$ cat config.mk
export PLATFORM = sky130hd
export DESIGN_NAME = fpcs_unit
export DESIGN_NICKNAME = d
export VERILOG_FILES = /design/src/rtl/fpcs_pkg.sv /design/src/rtl/fpcs_classify.sv /design/src/rtl/fpcs_order.sv /design/src/rtl/fpcs_sign_inject.sv /design/src/rtl/fpcs_unit.sv
export SDC_FILE = /design/constraint.sdc
export NUM_CORES = 1
export LEC_CHECK = 0
export BUFFER_PORTS_ARGS = -buffer_cell sky130_fd_sc_hd__buf_2
export CAP_MARGIN = 20
export CORE_ASPECT_RATIO = 1.25
export CORE_MARGIN = 5
export CORE_UTILIZATION = 29
export CTS_BUF_LIST = sky130_fd_sc_hd__clkbuf_8
export CTS_CLUSTER_DIAMETER = 80
export DETAILED_ROUTE_END_ITERATION = 10
export PLACE_DENSITY = 0.56
export REMOVE_ABC_BUFFERS = 1
export SLEW_MARGIN = 20
export SYNTH_ARGS = -nofsm -noshare
export SYNTH_HDL_FRONTEND = slang
export SYNTH_SLANG_ARGS = --single-unit
$ cat constraint.sdc
create_clock -name clk -period 2.5 [get_ports clk]
set_input_delay 0.125 -clock clk [delete_from_list [all_inputs] [get_ports clk]]
set_output_delay 0.125 -clock clk [all_outputs]
set_load 0.03 [all_outputs]
$ cat src/rtl/fpcs_pkg.sv
package fpcs_pkg;

  typedef enum logic [2:0] {
    OP_EQ   = 3'd0,
    OP_LT   = 3'd1,
    OP_LE   = 3'd2,
    OP_MIN  = 3'd3,
    OP_MAX  = 3'd4,
    OP_SGN  = 3'd5,
    OP_SGNN = 3'd6,
    OP_SGNX = 3'd7
  } fpcs_op_e;

  typedef struct packed {
    logic nan;
    logic snan;
    logic zero;
  } fpcs_cls_t;

endpackage

$ cat src/rtl/fpcs_classify.sv
module fpcs_classify #(
  parameter int EXP_W = 8,
  parameter int MAN_W = 23
) (
  input  logic [EXP_W+MAN_W:0] val,
  output fpcs_pkg::fpcs_cls_t  cls
);
  localparam int W = EXP_W + MAN_W + 1;

  logic exp_ones, exp_zero, man_zero;

  always_comb begin
    exp_ones = &val[W-2:MAN_W];
    exp_zero = ~|val[W-2:MAN_W];
    man_zero = ~|val[MAN_W-1:0];
    cls.nan  = exp_ones && !man_zero;
    // the top fraction bit marks a quiet NaN
    cls.snan = exp_ones && !man_zero && !val[MAN_W-1];
    cls.zero = exp_zero && man_zero;
  end
endmodule

$ cat src/rtl/fpcs_order.sv
module fpcs_order #(
  parameter int EXP_W = 8,
  parameter int MAN_W = 23
) (
  input  logic [EXP_W+MAN_W:0] a,
  input  logic [EXP_W+MAN_W:0] b,
  input  fpcs_pkg::fpcs_cls_t  ca,
  input  fpcs_pkg::fpcs_cls_t  cb,
  input  fpcs_pkg::fpcs_op_e   op,
  output logic [EXP_W+MAN_W:0] res,
  output logic                 flag
);
  import fpcs_pkg::*;
  localparam int W = EXP_W + MAN_W + 1;
  localparam logic [W-1:0] CANON_NAN =
    {1'b0, {EXP_W{1'b1}}, 1'b1, {(MAN_W-1){1'b0}}};

  logic mag_lt, mag_eq, both_zero, any_nan, any_snan;
  logic ord_lt, ord_eq, pick_a_min, pick_a_max;

  always_comb begin
    mag_lt    = a[W-2:0] < b[W-2:0];
    mag_eq    = a[W-2:0] == b[W-2:0];
    both_zero = ca.zero && cb.zero;
    any_nan   = ca.nan || cb.nan;
    any_snan  = ca.snan || cb.snan;

    // sign-magnitude order, NaN excluded by the callers
    if (both_zero)
      ord_lt = 1'b0;
    else if (a[W-1] != b[W-1])
      ord_lt = a[W-1];
    else if (!a[W-1])
      ord_lt = mag_lt;
    else
      ord_lt = !mag_lt && !mag_eq;

    ord_eq     = both_zero || (a == b);
    pick_a_min = ord_lt || (both_zero && a[W-1]);
    pick_a_max = !ord_lt && !(both_zero && b[W-1] == 1'b0 && a[W-1]);

    res  = '0;
    flag = 1'b0;
    unique case (op)
      OP_EQ: begin
        res[0] = !any_nan && ord_eq;
        flag   = any_snan;
      end
      OP_LT: begin
        res[0] = !any_nan && ord_lt;
        flag   = any_nan;
      end
      OP_LE: begin
        res[0] = !any_nan && (ord_lt || ord_eq);
        flag   = any_nan;
      end
      OP_MIN, OP_MAX: begin
        flag = any_snan;
        if (ca.nan && cb.nan)      res = CANON_NAN;
        else if (ca.nan)           res = b;
        else if (cb.nan)           res = a;
        else if (op == OP_MIN)     res = pick_a_min ? a : b;
        else                       res = pick_a_max ? a : b;
      end
      default: begin
        res  = '0;
        flag = 1'b0;
      end
    endcase
  end
endmodule

$ cat src/rtl/fpcs_sign_inject.sv
module fpcs_sign_inject #(
  parameter int EXP_W = 8,
  parameter int MAN_W = 23
) (
  input  logic [EXP_W+MAN_W:0] a,
  input  logic [EXP_W+MAN_W:0] b,
  input  fpcs_pkg::fpcs_op_e   op,
  output logic [EXP_W+MAN_W:0] res
);
  import fpcs_pkg::*;
  localparam int W = EXP_W + MAN_W + 1;

  logic new_sign;

  always_comb begin
    unique case (op)
      OP_SGNN: new_sign = !b[W-1];
      OP_SGNX: new_sign = a[W-1] ^ b[W-1];
      default: new_sign = b[W-1];
    endcase
    res = {new_sign, a[W-2:0]};
  end
endmodule

$ cat src/rtl/fpcs_unit.sv
module fpcs_unit #(
  parameter int EXP_W = 8,
  parameter int MAN_W = 23
) (
  input  logic                  clk,
  input  logic                  rst_n,
  input  logic                  in_valid,
  output logic                  in_ready,
  input  logic [EXP_W+MAN_W:0]  in_a,
  input  logic [EXP_W+MAN_W:0]  in_b,
  input  logic [2:0]            in_op,
  output logic                  out_valid,
  input  logic                  out_ready,
  output logic [EXP_W+MAN_W:0]  out_data,
  output logic                  out_invalid
);
  import fpcs_pkg::*;
  localparam int W = EXP_W + MAN_W + 1;

  fpcs_op_e  op;
  fpcs_cls_t cls [2];
  logic [W-1:0] opnd [2];
  logic [W-1:0] ord_res, sgn_res, nxt_data;
  logic         ord_flag, nxt_flag;

  assign op      = fpcs_op_e'(in_op);
  assign opnd[0] = in_a;
  assign opnd[1] = in_b;

  for (genvar i = 0; i < 2; i++) begin : g_cls
    fpcs_classify #(.EXP_W(EXP_W), .MAN_W(MAN_W)) u_cls (
      .val (opnd[i]),
      .cls (cls[i])
    );
  end

  fpcs_order #(.EXP_W(EXP_W), .MAN_W(MAN_W)) u_order (
    .a    (in_a),
    .b    (in_b),
    .ca   (cls[0]),
    .cb   (cls[1]),
    .op   (op),
    .res  (ord_res),
    .flag (ord_flag)
  );

  fpcs_sign_inject #(.EXP_W(EXP_W), .MAN_W(MAN_W)) u_sign (
    .a   (in_a),
    .b   (in_b),
    .op  (op),
    .res (sgn_res)
  );

  always_comb begin
    if (op == OP_SGN || op == OP_SGNN || op == OP_SGNX) begin
      nxt_data = sgn_res;
      nxt_flag = 1'b0;
    end else begin
      nxt_data = ord_res;
      nxt_flag = ord_flag;
    end
  end

  assign in_ready = !out_valid || out_ready;

  always_ff @(posedge clk or negedge rst_n) begin
    if (!rst_n) begin
      out_valid   <= 1'b0;
      out_data    <= '0;
      out_invalid <= 1'b0;
    end else if (in_ready) begin
      out_valid <= in_valid;
      if (in_valid) begin
        out_data    <= nxt_data;
        out_invalid <= nxt_flag;
      end
    end
  end
endmodule

==> qor.txt <==
Ys async rst share: 100%
Endpoint type of the worst setup path: flip-flop
Core footprint: 10100 sq um
Initial Util: 29.6%
Hold Vio Cnt, Final: 0
Placed cell area: 4290 sq um
Inserted Clock Buffers: 5
Worst vdd ir: 0.152 mV
Port Buffers: 105
CTS Buffer Depth: 2
Setup TNS: 0 ps
Antenna Cells: 0
First drt pass iteration count: 4
Row cnt: 41
Startpoint Class: input port
Count of cell types in the netlist: 51
DP Worst Slack: -507 ps
Final Max Slew Viols: 0
Most frequent cells in the layout: buf_2 (94), buf_4 (82), inv_1 (34), dfrtp_1 (34)
Seq cells post-synth: 34
CTS sink count: 34
Synth Instances: 342
H-Tree Depth: 2
DRT Wirelength: 12.0 mm
YS warnings: 0
Pwr Density: 429 nW/um^2
Most common cell after layout, fill and taps aside: buf_2
Pleak: 2.36 nW
EDFF count, synth: 0
Post-synthesis sequential area ratio: 28.5%
Clock skew: 5.93 ps
Die ar.: 12400 sq um
Clock-pin slew on the worst setup and hold paths: 70 ps
Largest net degree at the start of global routing: 35
Placed insts: 651
Final HPWL DP: 8.98 mm
Final setup vio count: 0
GR Util All Layers: 17.8%
Vias post-DR: 3513
Vias in the first global route: 3489
Crit-path max FO: 3
Unrepaired setup endpoints after global routing: yes
Layout cells sized above 1: 49.4%
CTS tree: done
First-pass GRT wire length: 17.5 mm
Max-slew headroom: 43.5%
Root Buffer: clkbuf_8
Mapped Avg Cell Area: 8.73 sq um
R2R Setup Slk: 280 ps
Worst min path class: in -> reg
Die Wd: 101 microns
I/O Pins: 106
Finished Cell Area: 4980 sq um
Nets: 639
Cell Area, Synth: 2990 sq um
Synth Flop Type: dfrtp_1
Critical path required time: 2680 ps
Post-route non-filler standard cell count: 665
Tot Pwr: 2.14 mW
Worst Tran Pin Value: 847 ps
Status: completed
Area delta synth->final: 66.8%
Fmax: 0.402 GHz
Gpl congestion: 0.830
Util after Layout: 49.3%
Initial antenna violation count: 0
Post-route ant nets: 0
Worst Setup Slack, final: 12.0 ps
GR Overflow Total: 0
DR WL/cell: 18.0 microns
Crit path time final: 2490 ps
Die Ht: 123 microns
Crit path DAT: 2670 ps
Via-per-instance ratio: 5.28
CP Class: in -> reg
Max-Cap Viols: 0
Hold slack: 42.5 ps
DR DRC count: 0
Final period util: 99.5%
Worst-Skew Late Latency: 290 ps
DRT iter0 DRCs: 170
-- registers in the layout, summed over array words and instances (netlist names) --
| signal | cells |
|---|---|
| out_data | 32 |
| out_valid | 1 |
| out_invalid | 1 |
-- where the power goes --
| group | internal [mW] | switching (mW) | leakage [nW] | total [mW] |
|---|---|---|---|---|
| Sequential | 0.635 | 0.0441 | 0.436 | 0.679 |
| Combinational | 0.437 | 0.584 | 1.88 | 1.02 |
| Clock | 0.219 | 0.219 | 0.0524 | 0.438 |
| Total | 1.29 | 0.847 | 2.36 | 2.14 |
-- cells in the mapped netlist, drive strengths merged (6+ instances only) --
master | instances | share of area, %
nor4 | 17 | 4.1
a221o | 22 | 7.4
mux2i | 9 | 3.0
a21oi | 21 | 3.6
ha | 33 | 14
and2 | 23 | 4.9
dfrtp | 34 | 28
buf | 6 | 1.4
clkbuf | 6 | 0.75
nor2 | 15 | 1.9
o21ai | 23 | 4.1
inv | 35 | 4.4
nand2 | 22 | 2.8
nand4 | 13 | 2.7
a22oi | 8 | 2.0
nand3 | 8 | 1.3
-- metal layers --
metal,track usage [%],routed length (microns),vias up
met4,5.81,370,0
met1,22.2,4890,1684
met3,2.71,663,26
li1,-,-,1698
met2,31.1,6040,105
met5,0,0,-
-- path summary, 6_finish.rpt --
kind                             start      endpoint  depth (start not counted)
hold / removal                in_valid     out_valid                          2
max in group asynchronous        rst_n  out_data[31]                          2
setup / recovery              in_a[25]   out_data[0]                         12
min in group asynchronous        rst_n  out_data[25]                          2
setup reg to reg             out_valid   out_data[3]                          6
hold reg to reg            out_invalid   out_invalid                          2
-- critical path, stage by stage --
cell and delay (ps):
buf_2 120, buf_6 120, nor4_4 270, nand4_1 200
nor4_4 380, buf_4 180, nor2_2 40, or4b_4 210
o221ai_4 140, nor3_4 260, mux2_4 330, a311o_1 300
-- kinds of logic after synthesis --
logic type	share of synthesized area, %
simple gates	20.9
fa+ha+maj	13.8
xor+xnor	0.293
flops	28.5
compound gates	26.4
buf+inv	6.54
mux	3.52
-- layout make-up --
| cell class | count | area (sq um) |
|---|---|---|
| Clock buffer | 6 | 82.6 |
| Clock inverter | 2 | 8.76 |
| Fill cell | 981 | 5120 |
| Inverter | 35 | 134 |
| Multi-Input combinational cell | 264 | 2430 |
| Sequential cell | 34 | 851 |
| Tap cell | 129 | 161 |
| Timing Repair Buffer | 195 | 1320 |
-- what timing repair did --
| action | in CTS | in global routing |
|---|---|---|
| buffers inserted | 1 | 4 |
| resized for setup | 18 | 84 |
| pin swaps | 9 | 35 |
| endpoints found under the hold margin | 34 | 0 |
| hold buffers | 1 | 0 |
| setup endpoints to repair | 30 | 30 |
| cloned | 0 | 3 |
(Power assumes the default switching activity.)
